File: src/rtl/rwr_pkg.sv
package rwr_pkg;
  typedef enum logic [2:0] {K_ZERO, K_CORE, K_GLB, K_PTR, K_ID} kind_e;

  // pointer register fields (core target, thread index, block select)
  typedef struct packed {
    logic [1:0] blk;
    logic [5:0] core;
    logic [2:0] vp;
  } ptr_t;

  localparam logic [1:0] WIN_GLB   = 2'd0;
  localparam logic [1:0] WIN_LOCAL = 2'd1;
  localparam logic [1:0] WIN_REMOTE = 2'd2;
  localparam logic [1:0] BLK_LOCAL = 2'd0;
  localparam logic [1:0] BLK_GLB   = 2'd1;
  localparam logic [5:0] CORE_GLOBAL = 6'd32;
  localparam int PTR_WORD = 3;  // offset 0x018
  localparam int ID_WORD  = 5;  // offset 0x028
endpackage

File: src/rtl/rwr_decode.sv
module rwr_decode
  import rwr_pkg::*;
#(
  parameter int NUM_CORES = 4,
  parameter int NREGS     = 8,
  localparam int CID_W    = $clog2(NUM_CORES),
  localparam int RI_W     = $clog2(NREGS)
) (
  input  logic [1:0]       win,
  input  logic [9:0]       word,
  input  logic [CID_W-1:0] req_id,
  input  ptr_t             sel,
  output kind_e            kind,
  output logic [CID_W-1:0] core,
  output logic [RI_W-1:0]  widx,
  output logic             wr_ok
);
  logic in_range;
  logic to_glb;
  logic to_core;

  assign in_range = (word < 10'(NREGS));
  assign widx     = word[RI_W-1:0];
  assign to_glb   = (sel.blk == BLK_GLB) ||
                    (sel.blk == BLK_LOCAL && sel.core == CORE_GLOBAL);
  assign to_core  = (sel.blk == BLK_LOCAL) && (sel.core < 6'(NUM_CORES));

  always_comb begin
    kind = K_ZERO;
    core = req_id;
    if (in_range) begin
      unique case (win)
        WIN_GLB: kind = K_GLB;
        WIN_LOCAL: begin
          if (word == 10'(ID_WORD))       kind = K_ID;
          else if (word == 10'(PTR_WORD)) kind = K_PTR;
          else                            kind = K_CORE;
        end
        WIN_REMOTE: begin
          if (to_glb) kind = K_GLB;
          else if (to_core) begin
            core = sel.core[CID_W-1:0];
            if (word == 10'(ID_WORD))       kind = K_ID;
            else if (word == 10'(PTR_WORD)) kind = K_PTR;
            else                            kind = K_CORE;
          end
        end
        default: kind = K_ZERO;
      endcase
    end
  end

  assign wr_ok = (kind == K_CORE) || (kind == K_GLB) ||
                 (kind == K_PTR && win == WIN_LOCAL);
endmodule

File: src/rtl/rwr_ptr_bank.sv
module rwr_ptr_bank
  import rwr_pkg::*;
#(
  parameter int NUM_CORES = 4,
  localparam int CID_W    = $clog2(NUM_CORES)
) (
  input  logic                          clk,
  input  logic                          rst,
  input  logic                          we,
  input  logic [CID_W-1:0]              widx,
  input  ptr_t                          wval,
  input  logic [CID_W-1:0]              ra_idx,
  output ptr_t                          ra,
  input  logic [CID_W-1:0]              rb_idx,
  output ptr_t                          rb,
  output logic [NUM_CORES-1:0][$bits(ptr_t)-1:0] ptr_all
);
  ptr_t ptr_q [NUM_CORES];

  for (genvar g = 0; g < NUM_CORES; g++) begin : g_ptr
    always_ff @(posedge clk) begin
      if (rst)                         ptr_q[g] <= '0;
      else if (we && widx == CID_W'(g)) ptr_q[g] <= wval;
    end
    assign ptr_all[g] = ptr_q[g];
  end

  assign ra = ptr_q[ra_idx];
  assign rb = ptr_q[rb_idx];
endmodule

File: src/rtl/rwr_stub_ram.sv
module rwr_stub_ram #(
  parameter int DEPTH  = 32,
  parameter int DATA_W = 32,
  localparam int AW    = $clog2(DEPTH)
) (
  input  logic              clk,
  input  logic              we,
  input  logic [AW-1:0]     addr,
  input  logic [DATA_W-1:0] wdata,
  output logic [DATA_W-1:0] rdata
);
  logic [DATA_W-1:0] mem [DEPTH];

  always_ff @(posedge clk) begin
    if (we) mem[addr] <= wdata;
    rdata <= mem[addr];
  end
endmodule

File: src/rtl/rwr_window_redirector.sv
module rwr_window_redirector
  import rwr_pkg::*;
#(
  parameter int NUM_CORES        = 4,
  parameter int NREGS            = 8,
  parameter int DATA_W           = 32,
  parameter int ADDR_W           = 15,
  parameter logic [7:0] CLUSTER_ID = 8'h5A,
  localparam int CID_W           = $clog2(NUM_CORES),
  localparam int RI_W            = $clog2(NREGS),
  localparam int CDEPTH          = NUM_CORES * NREGS,
  localparam int CA_W            = $clog2(CDEPTH)
) (
  input  logic              clk,
  input  logic              rst,
  input  logic              req_valid,
  input  logic              req_we,
  input  logic [CID_W-1:0]  req_id,
  input  logic [ADDR_W-1:0] req_addr,
  input  logic [DATA_W-1:0] req_wdata,
  output logic              rsp_valid,
  output logic [DATA_W-1:0] rsp_rdata
);
  kind_e            kind;
  logic [CID_W-1:0] tgt_core;
  logic [RI_W-1:0]  widx;
  logic             wr_ok;
  ptr_t             sel_ptr;
  ptr_t             tgt_ptr;
  ptr_t             wr_ptr;
  logic [NUM_CORES-1:0][$bits(ptr_t)-1:0] ptr_all;
  logic [DATA_W-1:0] core_rdata, glb_rdata, aux_d, aux_q;
  kind_e            kind_q;
  logic             do_wr;
  logic [CA_W-1:0]  core_addr;

  rwr_decode #(.NUM_CORES(NUM_CORES), .NREGS(NREGS)) u_dec (
    .win(req_addr[ADDR_W-1:ADDR_W-2]), .word(req_addr[12:3]),
    .req_id(req_id), .sel(sel_ptr), .kind(kind), .core(tgt_core),
    .widx(widx), .wr_ok(wr_ok)
  );

  assign do_wr  = req_valid && req_we && wr_ok;
  assign wr_ptr = '{blk: req_wdata[25:24], core: req_wdata[13:8], vp: req_wdata[2:0]};

  rwr_ptr_bank #(.NUM_CORES(NUM_CORES)) u_ptr (
    .clk(clk), .rst(rst), .we(do_wr && kind == K_PTR), .widx(req_id),
    .wval(wr_ptr), .ra_idx(req_id), .ra(sel_ptr), .rb_idx(tgt_core),
    .rb(tgt_ptr), .ptr_all(ptr_all)
  );

  assign core_addr = CA_W'(tgt_core) * CA_W'(NREGS) + CA_W'(widx);

  rwr_stub_ram #(.DEPTH(CDEPTH), .DATA_W(DATA_W)) u_core_ram (
    .clk(clk), .we(do_wr && kind == K_CORE), .addr(core_addr),
    .wdata(req_wdata), .rdata(core_rdata)
  );

  rwr_stub_ram #(.DEPTH(NREGS), .DATA_W(DATA_W)) u_glb_ram (
    .clk(clk), .we(do_wr && kind == K_GLB), .addr(widx),
    .wdata(req_wdata), .rdata(glb_rdata)
  );

  always_comb begin
    aux_d = '0;
    if (kind == K_PTR)
      aux_d = DATA_W'({tgt_ptr.blk, 10'b0, tgt_ptr.core, 5'b0, tgt_ptr.vp});
    else if (kind == K_ID)
      aux_d = DATA_W'({CLUSTER_ID, 8'(tgt_core)});
  end

  always_ff @(posedge clk) begin
    if (rst) begin
      rsp_valid <= 1'b0;
      kind_q    <= K_ZERO;
      aux_q     <= '0;
    end else begin
      rsp_valid <= req_valid;
      kind_q    <= (req_valid && !req_we) ? kind : K_ZERO;
      aux_q     <= aux_d;
    end
  end

  always_comb begin
    unique case (kind_q)
      K_CORE:       rsp_rdata = core_rdata;
      K_GLB:        rsp_rdata = glb_rdata;
      K_PTR, K_ID:  rsp_rdata = aux_q;
      default:      rsp_rdata = '0;
    endcase
  end

  logic unused_bits;
  assign unused_bits = ^{req_addr[2:0], req_wdata[DATA_W-1:26], req_wdata[23:14], req_wdata[7:3], ptr_all};
endmodule


File: config.mk
export PLATFORM = sky130hd
export DESIGN_NAME = rwr_window_redirector
export DESIGN_NICKNAME = d
export VERILOG_FILES = /design/src/rtl/rwr_pkg.sv /design/src/rtl/rwr_decode.sv /design/src/rtl/rwr_ptr_bank.sv /design/src/rtl/rwr_stub_ram.sv /design/src/rtl/rwr_window_redirector.sv
export SDC_FILE = /design/constraint.sdc
export NUM_CORES = 1
export LEC_CHECK = 0
export BUFFER_PORTS_ARGS = -buffer_cell sky130_fd_sc_hd__buf_2
export CORE_MARGIN = 2
export CORE_UTILIZATION = 45
export DETAILED_ROUTE_END_ITERATION = 7
export PLACE_DENSITY_LB_ADDON = 0.08
export SYNTH_ARGS = -nofsm -noshare
export SYNTH_HDL_FRONTEND = slang
export SYNTH_SLANG_ARGS = --single-unit
export TNS_END_PERCENT = 10
File: constraint.sdc
create_clock -name clk -period 6.3 [get_ports clk]
set_input_delay 0.315 -clock clk [delete_from_list [all_inputs] [get_ports clk]]
set_output_delay 0.315 -clock clk [all_outputs]
set_load 0.02 [all_outputs]
; Word level (Yosys, flattened, before mapping)
; Memories as Yosys holds them, arrays and structs flattened. A register that Yosys moved wholly into a read port is not among the register bits.
; Cells that the tools add are included.
; Widths: inputs -> output; s select.
[classes]
bitwise_logic = 5
eq_ne = 17
n_addsub = 1
n_reduce_logical = 23
n_mux = 35
n_lt_le_gt_ge = 2
[ops]
columns = cell, n
row1 = $pmux 32 s3, 1
row2 = $mux 11, 4
row3 = $mux 26, 1
row4 = $mux 1, 18
row5 = $mux 15, 1
row6 = $logic_and 1x1->1, 13
row7 = $eq 3x2->1 const B, 4
row8 = $mux 3, 4
row9 = $eq 10x2->1 const B, 1
row10 = $eq 10x3->1 const B, 1
row11 = $lt 10x4->1 const B, 1
row12 = $mux 2, 5
row13 = $pmux 3 s3, 1
row14 = $eq 2x1->1 const B, 3
row15 = $eq 2x2->1 const B, 3
row16 = $eq 3x1->1 const B, 2
row17 = $eq 3x3->1 const B, 2
row18 = $eq 6x6->1 const B, 1
row19 = $logic_not 2->1, 3
row20 = $lt 6x3->1 const B, 1
row21 = $reduce_or 2->1, 3
row22 = $add 5x3->5, 1
row23 = $or 1x1->1, 4
row24 = $logic_or 1x1->1, 3
row25 = other kinds (2), 2
[word_totals]
mem_count = 3
input_bits = 53
ff_bits = 36
elab_cells = 90
out_inout_bits = 33
mem_bits_rw = 1324
[memory_table]
columns = name, depth, word_bits, read_ports, rd_ports_with_merged_regs, write_ports, line
row1 = u_core_ram.mem, 32, 32, 1, 1, 1, rwr_stub_ram.sv:12  ; logic [DATA_W-1:0] mem [DEPTH];
row2 = u_glb_ram.mem, 8, 32, 1, 1, 1, rwr_stub_ram.sv:12
row3 = u_ptr.ptr_q, 4, 11, 2, 0, 4, rwr_ptr_bank.sv:18  ; ptr_t ptr_q [NUM_CORES];

; Depth between registers and ports, before layout
; Gate-level depths: netlist (run 1).
[depth]
ltp_word = 17
depth_mapped = 11
mapped_depth_nobuf = 7

; Cells and area by module
; Synthesis (run 1) repeated with hierarchy kept, for this count alone.
[unflattened]
cells_unflattened = 2908
area_unflattened_um2 = 54188.2
[modules_own_cells]
columns = module, seq_area_each_um2, area_per_inst_um2, cells_per_inst, instances
row1 = rwr_stub_ram (u_core_ram), 31390.1, 39741.9, 2107, 1
row2 = rwr_stub_ram (u_glb_ram), 8328.0, 10500.1, 453, 1
row3 = rwr_ptr_bank, 1321.3, 2188.3, 140, 1
row4 = rwr_window_redirector, 320.3, 1541.5, 179, 1
row5 = rwr_decode, 0.0, 216.5, 29, 1

; Worst setup path before layout (run 1)
; OpenSTA, ideal clock, no wires.
[synth_timing]
path_type = input to register
startpoint = input port req_id[0]
endpoint = memory u_glb_ram.mem[3][0], enable pin
stages = 7
arrival_time_ns = 4.405
slack_ns = 1.427
path_cell_list = buf_6 > buf_6 > mux4_2 > nor3b_1 > o211ai_1 > a2111oi_2 > nor3b_1
[synth_between]
elab_chain_len = 14
[synth_rtl]
columns = element, line
row1 = from (decl), rwr_window_redirector.sv:18  ; input logic [CID_W-1:0] req_id,
row2 = $mem_v2 4x11 *, n/a
row3 = $lt 6x3->1 (tied with other cells), rwr_decode.sv:26  ; assign to_core = (sel.blk == BLK_LOCAL) && (sel.core < 6'(NUM_CORES));
row4 = $logic_and 1x1->1 (on tied branches), "rwr_decode.sv:26, rwr_decode.sv:25"
row5 = $mux 3 or $logic_or 1x1->1 (tied branches), "rwr_decode.sv:41, rwr_decode.sv:24"
row6 = $mux 3 *, rwr_decode.sv:40  ; if (to_glb) kind = K_GLB;
row7 = $pmux 3 s3 *, rwr_decode.sv:32  ; unique case (win)
row8 = $mux 3 *, rwr_decode.sv:31  ; if (in_range) begin
row9 = $eq 3x1->1 (tied with other cells), rwr_decode.sv:53  ; assign wr_ok = (kind == K_CORE) || (kind == K_GLB) ||
row10 = $logic_or 1x1->1 or $logic_and 1x1->1 (tied branches), "rwr_decode.sv:53, rwr_decode.sv:54"
row11 = $logic_or 1x1->1, rwr_decode.sv:53
row12 = $logic_and 1x1->1, rwr_window_redirector.sv:43  ; assign do_wr = req_valid && req_we && wr_ok;
row13 = $logic_and 1x1->1 *, rwr_window_redirector.sv:60  ; .clk(clk), .we(do_wr && kind == K_GLB), .addr(widx),
row14 = $mux 1 *, rwr_stub_ram.sv:15  ; if (we) mem[addr] <= wdata;
row15 = $mux 1 (not written as such) *, rwr_stub_ram.sv:15
row16 = to (decl), rwr_stub_ram.sv:12
; Mark *: on every way between the ends. The rest lies on a longest branch, timed or not.

==> flow_summary.json, run 1 <==
{
  "drive_gt1_share_pct": 26.1,
  "worstPathArrival_ns": 4.89,
  "post-route-util_pct": 52.7,
  "setup_viol": 0,
  "slowest_delay_ns": 1.10,
  "routed_wirelength_mm": 131,
  "grt_use_met3_pct": 3.53,
  "crit_type": "reg2reg",
  "slew_violations": 0,
  "cts_tree": "yes",
  "synth_async_sr_flop_share_pct": 0,
  "yosysMostFrequentCell": "edfxtp_1",
  "hold_class": "in2reg",
  "power_density_mw_per_mm2": 323,
  "regArea_sq_mm": 0.0414,
  "portBuffers": 82,
  "post_cts.repair.setup_buffers": 0,
  "finalCritPeriodShare_pct": 70.6,
  "initial_core_util_pct": 45.5,
  "ir_drop_v": 0.000261,
  "grt_max_degree": 131,
  "max_freq_mhz": 225,
  "worst-path-buf-inv": 1,
  "use_met2_pct": 36.4,
  "yosys_warnings": 0,
  "syn2layout_area_growth_pct": 15.7,
  "syn_area_per_cell_sq_um": 21.5,
  "yosysSeqAreaShare_pct": 77.9,
  "dpl.cell_count": 4254,
  "cpMaxStageDelayCell": "nor2_4",
  "io_pins": 86,
  "cts_made_buffers": 148,
  "critPathTopFamily": "simple AND/OR/NAND/NOR gates",
  "dieArea_sq_mm": 0.121,
  "synthTopCellsByArea": "edfxtp_1 (75%), mux4_2 (14%), dfxtp_1 (3.0%), a22oi_1 (1.4%), nand2_1 (1.2%)",
  "nNetsFinal": 2936,
  "cts_sinks": 1404,
  "dr.pass1.iters": 5,
  "vias_per_cell": 5.65,
  "antenna_found_initial": 6,
  "yosys.area.top_type": "edfxtp_1",
  "clock_path_buffers": 3,
  "top_usage_layer": "met2",
  "critPathLaunchType": "register",
  "end_kind": "register",
  "relSlewSlack_pct": 14.1,
  "synthCells": 2463,
  "clk_latency_ns": 0.75,
  "antenna_cells": 0,
  "total_power_w": 0.0198,
  "setup_ws_ns": 1.85,
  "fin_cells": 4533,
  "hpwl_mm": 72.8,
  "die_height_um": 347,
  "std_cell_rows": 125,
  "synth_edf_count": 1324,
  "grt_usage_pct": 22.1,
  "fp.coreArea_sq_mm": 0.117,
  "status": "finished clean",
  "post-place-ws_ns": 1.50,
  "hold_violations": 0,
  "die_w_um": 347,
  "worstMarginPinSlew_ns": 1.29,
  "routabilityCongestion": 0.774,
  "htreeDepth": 4,
  "drc": 0,
  "fin_skew_ns": 0.0221,
  "multi_input_area_sq_mm": 0.0123,
  "synth.distinct_cells": 52,
  "yosysTopAreaCellShare_pct": 74.9,
  "grt_pass1_vias": 26600,
  "wl_per_cell_um": 28.9,
  "cp_cell_sequence": "mux4_2 > nor3b_1 > o211ai_1 > a21oi_2 > nor3_1 > nand2_1 > nor2_4 > buf_4",
  "synth_common_cells": "edfxtp_1 (1324), mux4_2 (327), nand2_1 (167), a22oi_1 (101)",
  "drtAntennaViolNets": 0,
  "fill_cells": 9193,
  "grt_pass1_wl_mm": 188,
  "initialDrtViolationCount": 2660,
  "drv_cap": 0,
  "critPathMaxFanout": 21,
  "netlist_area_sq_mm": 0.0531,
  "p_leak_nw": 20.2,
  "cts.clk_slew.worst_paths_ns": 0.06,
  "rsz0062_at_grt": "no",
  "ys_ff_latch": 1404,
  "crit_required_ns": 6.74,
  "dr_total_vias": 25600,
  "period_minus_slack_ns": 4.45,
  "synthFlopType": "edfxtp_1",
  "root_buffer": "clkbuf_16",
  "cts.repair.resized": 0,
  "use_met1_pct": 30.8,
  "finalSetupTns_ns": 0,
  "grt_overflow": 0
}
[power by group]
group | switching (W) | internal (W)
clock | 0.00354 | 0.00498
sequential | 0.0000842 | 0.0104
combinational | 0.000510 | 0.000322
total | 0.00413 | 0.0157
[stage by stage]
| stage | hold slack, ns | instance area [sq um] |
|---|---|---|
| after floorplan | 0.406 | 54000 |
| after global placement | 0.603 | 56600 |
| after detailed placement | 0.624 | 56600 |
| after CTS | 0.0113 | 61400 |
| after global routing | 0.0611 | 61400 |
| final | 0.0623 | 61400 |
[path summary, 6_finish.rpt]
| path | slack, ns | end | startpoint | depth (start not counted) |
|---|---|---|---|---|
| setup / recovery | 1.85 | u_core_ram.mem[28][23]$_DFFE_PP_ | u_ptr.ptr_q[3][8]$_SDFFCE_PN0P_ | 8 |
| hold / removal | 0.06 | kind_q[2]$_SDFF_PP0_ | req_addr[10] | 5 |
| setup reg to reg | 1.85 | u_core_ram.mem[28][23]$_DFFE_PP_ | u_ptr.ptr_q[3][8]$_SDFFCE_PN0P_ | 8 |
| hold reg to reg | 0.61 | aux_q[0]$_SDFF_PP0_ | u_ptr.ptr_q[2][0]$_SDFFCE_PN0P_ | 2 |
[cells by family (layout without fill, tap and decap cells)]
family | count (synthesis) | count (layout) | share of synthesized area [%]
other cells | 1 | 256 | 0.00707
mux | 396 | 396 | 15.5
simple gates | 356 | 356 | 2.99
flops | 1404 | 1404 | 77.9
compound gates | 171 | 171 | 2.38
buf+inv | 135 | 426 | 1.17
[layout by cell type, fill, tap and decap left out, drive strengths merged, types with 2 or more instances in the layout]
cell	Yosys	layout
clkinv	0	49
clkinvlp	0	7
nand3	11	11
a21oi	12	12
mux4	327	327
nand2b	21	21
bufinv	0	8
mux2	46	46
dlygate4sd3	0	3
o21ai	13	13
buf	45	145
nor3b	4	4
o21bai	3	3
conb	1	256
nand2	167	167
dfxtp	80	80
a22o	21	21
or4	2	2
nor2b	15	15
inv	2	12
and3b	2	2
a22oi	101	101
nor3	8	8
mux2i	23	23
edfxtp	1324	1324
a211oi	13	13
clkbuf	88	202
nor2	89	89
nand4	30	30
[repair_timing]
item	in CTS	in global routing
hold endpoints to repair	4	0
setup endpoints to repair	0	0
hold buffers	3	0
[tightest hold or removal path: stages]
cell	delay, ns
buf_2	0.07
or3_1	0.13
nor2_1	0.09
nand2_1	0.09
nor3_1	0.05
[cell type report]
| type | count | area share, % |
|---|---|---|
| sequential | 1404 | 67.4 |
| multi-input combinational | 1179 | 20.1 |
| clock buffer | 202 | 6.79 |
| tap | 1524 | 3.11 |
| timing repair buffer | 148 | 1.60 |
| clock inverter | 74 | 1.01 |
| inverter | 2 | 0.0122 |
[flip-flops by register name, summed over array words and instances, names as in the netlist]
signal            count
aux_q                12
u_glb_ram.rdata      32
rsp_valid             1
u_core_ram.rdata     32
u_ptr.ptr_q          44
u_core_ram.mem     1024
kind_q                3
u_glb_ram.mem       256
[layer usage]
layer	share of wire, %	up-vias
met4	2.1	0
li1	-	10800
met3	5.6	177
met2	49	772
met5	0	-
met1	43	13800
Power figures use the tool's default switching activity.
==> run 2, diff against run 1 <==
Clock period 6.3 ns to 3.6 ns, I/O delays scaled along.
==> run 2 against run 1 <==
  * First-iteration DRC count is 16% lower
  * Design area up 1.8%
  * Count of clock-buffer cells in the layout increased by 12
  * Cell count grew 1.4%
  * Clock power grew 77%
  * Non-clock buffer count increased by 63
  * Maximum frequency is 35% higher
  * Critical path depth down 1
  * Sequential cell count unchanged
  * Largest cell class unchanged
  * Largest power group unchanged
==> flow_summary.json, run 2 (same netlist as run 1, synthesis figures left out) <==
{
  "status": "finished clean",
  "rr_endpoint": "u_core_ram.mem[8][4]$_DFFE_PP_",
  "grt_pass1_wl_mm": 193,
  "clk_latency_ns": 0.74,
  "final_cell_mix": "edfxtp_1 (1324), mux4_2 (327), conb_1 (256)",
  "regArea_sq_mm": 0.0414,
  "whs_ns": 0.0519,
  "multi_input_area_sq_mm": 0.0124,
  "regMostFlops": "u_core_ram.mem",
  "critPathMaxFanout": 32,
  "p_sw_w": 0.00725,
  "r2r_slack_ns": 0.31,
  "dr_total_vias": 25900,
  "critPathLaunchType": "register",
  "worstPathArrival_ns": 3.68,
  "rsz0062_at_grt": "no",
  "wl_per_cell_um": 29.5,
  "dieArea_sq_mm": 0.121,
  "routed_wirelength_mm": 135,
  "postLayoutCellArea_sq_mm": 0.0625,
  "largestRegisters": "u_core_ram.mem: 1024 flops, u_glb_ram.mem: 256 flops, u_ptr.ptr_q: 44 flops",
  "drtAntennaViolNets": 0,
  "cell_internal_pwr_w": 0.0277,
  "p_comb_share_pct": 4.3,
  "nNetsFinal": 3000,
  "drv_cap": 0,
  "die_height_um": 347,
  "portBuffers": 82,
  "setup_ws_ns": 0.307,
  "post-place-ws_ns": 0.110,
  "cts_made_buffers": 149,
  "r2r_cells": 7,
  "hp-start": "req_wdata[5]",
  "grt_max_degree": 139,
  "finalSetupTns_ns": 0,
  "die_w_um": 347,
  "total_power_w": 0.0349,
  "switching_share_pct": 20.7,
  "ir_drop_v": 0.000463,
  "hold_class": "in2reg",
  "drc": 0,
  "clock_path_buffers": 3,
  "syn2layout_area_growth_pct": 17.7,
  "initialDrtViolationCount": 2245,
  "initial_core_util_pct": 45.5,
  "vias_per_cell": 5.65,
  "root_buffer": "clkbuf_16",
  "io_pins": 86,
  "fp.coreArea_sq_mm": 0.117,
  "std_cell_rows": 125,
  "cts_sinks": 1404,
  "largest_reg_flops": 1024,
  "power_density_mw_per_mm2": 559,
  "cpMaxStageDelayCell": "mux4_2",
  "hpwl_mm": 78.3,
  "clockPowerShare_pct": 43.1,
  "setup_viol": 0,
  "cts_tree": "yes",
  "max_freq_mhz": 304,
  "worstMarginPinSlew_ns": 0.978,
  "fin_skew_ns": 0.0253,
  "grt_overflow": 0,
  "fill_cells": 9094,
  "crit_type": "reg2reg",
  "placed_area_sq_mm": 0.0575,
  "pwr-share-seq_pct": 52.6,
  "period_minus_slack_ns": 3.29,
  "hold_violations": 0,
  "crit_required_ns": 3.99,
  "post_cts.repair.setup_buffers": 0,
  "htreeDepth": 4,
  "final_common_cell": "edfxtp_1",
  "end_kind": "register",
  "antenna_found_initial": 4,
  "cp_cell_sequence": "mux4_2 > nor2_1 > and4_4 > mux2i_4 > nand3_1 > nor3_4 > buf_12",
  "hold_path_depth": 1,
  "dr.pass1.iters": 5,
  "slew_violations": 0,
  "drive_gt1_share_pct": 27.1,
  "hold-path-endpoint": "u_core_ram.mem[10][5]$_DFFE_PP_",
  "grt_pass1_vias": 26800,
  "finalCritPeriodShare_pct": 91.5,
  "r2r_start": "u_ptr.ptr_q[2][9]$_SDFFCE_PN0P_",
  "cts.clk_slew.worst_paths_ns": 0.06,
  "relSlewSlack_pct": 34.8,
  "grt_usage_pct": 22.7,
  "slowest_delay_ns": 0.54,
  "routabilityCongestion": 0.772,
  "p_leak_nw": 20.7
}
-- run 2: cell count changes in the layout (fill, tap and decap cells not counted), sizes merged --
cell / previous run / this run
clkinv: 49 / 43
diode: 0 / 2
inv: 12 / 7
clkbuf: 202 / 214
buf: 145 / 199
bufinv: 8 / 10
clkinvlp: 7 / 2
dlygate4sd3: 3 / 12
-- run 2: worst max-delay path, delay by kind of cell (launching register included) --
kind	cells	cell delay, ns
buf+inv	1	0.33
mux	2	1.00
flops	1	0.40
simple gates	4	1.16
-- run 2: timing repair --
item                                   CTS  global route
hold buffers                            12             0
gates resized for setup                  0             0
endpoints found under the hold margin  145             0
setup endpoints to repair                0             0
-- run 2: worst max path at each step --
stage | start | to | depth (start not counted)
finish | u_ptr.ptr_q[2][9]$_SDFFCE_PN0P_ | u_core_ram.mem[8][4]$_DFFE_PP_ | 7
global route | u_ptr.ptr_q[3][4]$_SDFFCE_PN0P_ | u_glb_ram.mem[0][2]$_DFFE_PP_ | 8
CTS | u_ptr.ptr_q[3][9]$_SDFFCE_PN0P_ | u_core_ram.mem[8][26]$_DFFE_PP_ | 7
detailed placement | req_id[0] | u_core_ram.mem[8][15]$_DFFE_PP_ | 8
global placement | req_id[0] | u_core_ram.mem[8][7]$_DFFE_PP_ | 8
floorplan | u_ptr.ptr_q[3][10]$_SDFFCE_PN0P_ | u_core_ram.mem[7][0]$_DFFE_PP_ | 8
-- run 2: metal layers --
metal | routed length (um) | vias up | track usage, % | share of wire [%]
met4 | 2070 | 2 | 4.72 | 1.5
met1 | 59700 | 14200 | 32.3 | 44
met5 | 13 | - | 0 | 0.0096
met2 | 67600 | 662 | 37.9 | 50
met3 | 6100 | 169 | 3.08 | 4.5
li1 | - | 11000 | - | -
-- run 2: power groups by stage --
| stage | clock [W] | sequential, W | combinational [W] |
|---|---|---|---|
| final | 0.0151 | 0.0184 | 0.00150 |
| after global routing | 0.0160 | 0.0184 | 0.00163 |
| after CTS | 0.0154 | 0.0184 | 0.00153 |
| after detailed placement | 0 | 0.0187 | 0.00151 |
| after global placement | 0 | 0.0187 | 0.00149 |
| after floorplan | 0 | 0.0186 | 0.000898 |
-- run 2: area by class of cell --
type,instances,area share (%)
tap,1524,3.05
multi-input combinational,1179,19.8
sequential,1404,66.2
clock inverter,60,0.977
antenna,2,0.00801
timing repair buffer,211,3.21
inverter,2,0.0120
clock buffer,214,6.75
-- run 2: through the flow --
step / utilization (%) / instances
after CTS: 53.6 / 4594
final: 53.6 / 4596
after global placement: 49.4 / 4308
after detailed placement: 49.4 / 4308
after global routing: 53.6 / 4594
after floorplan: - / 2718
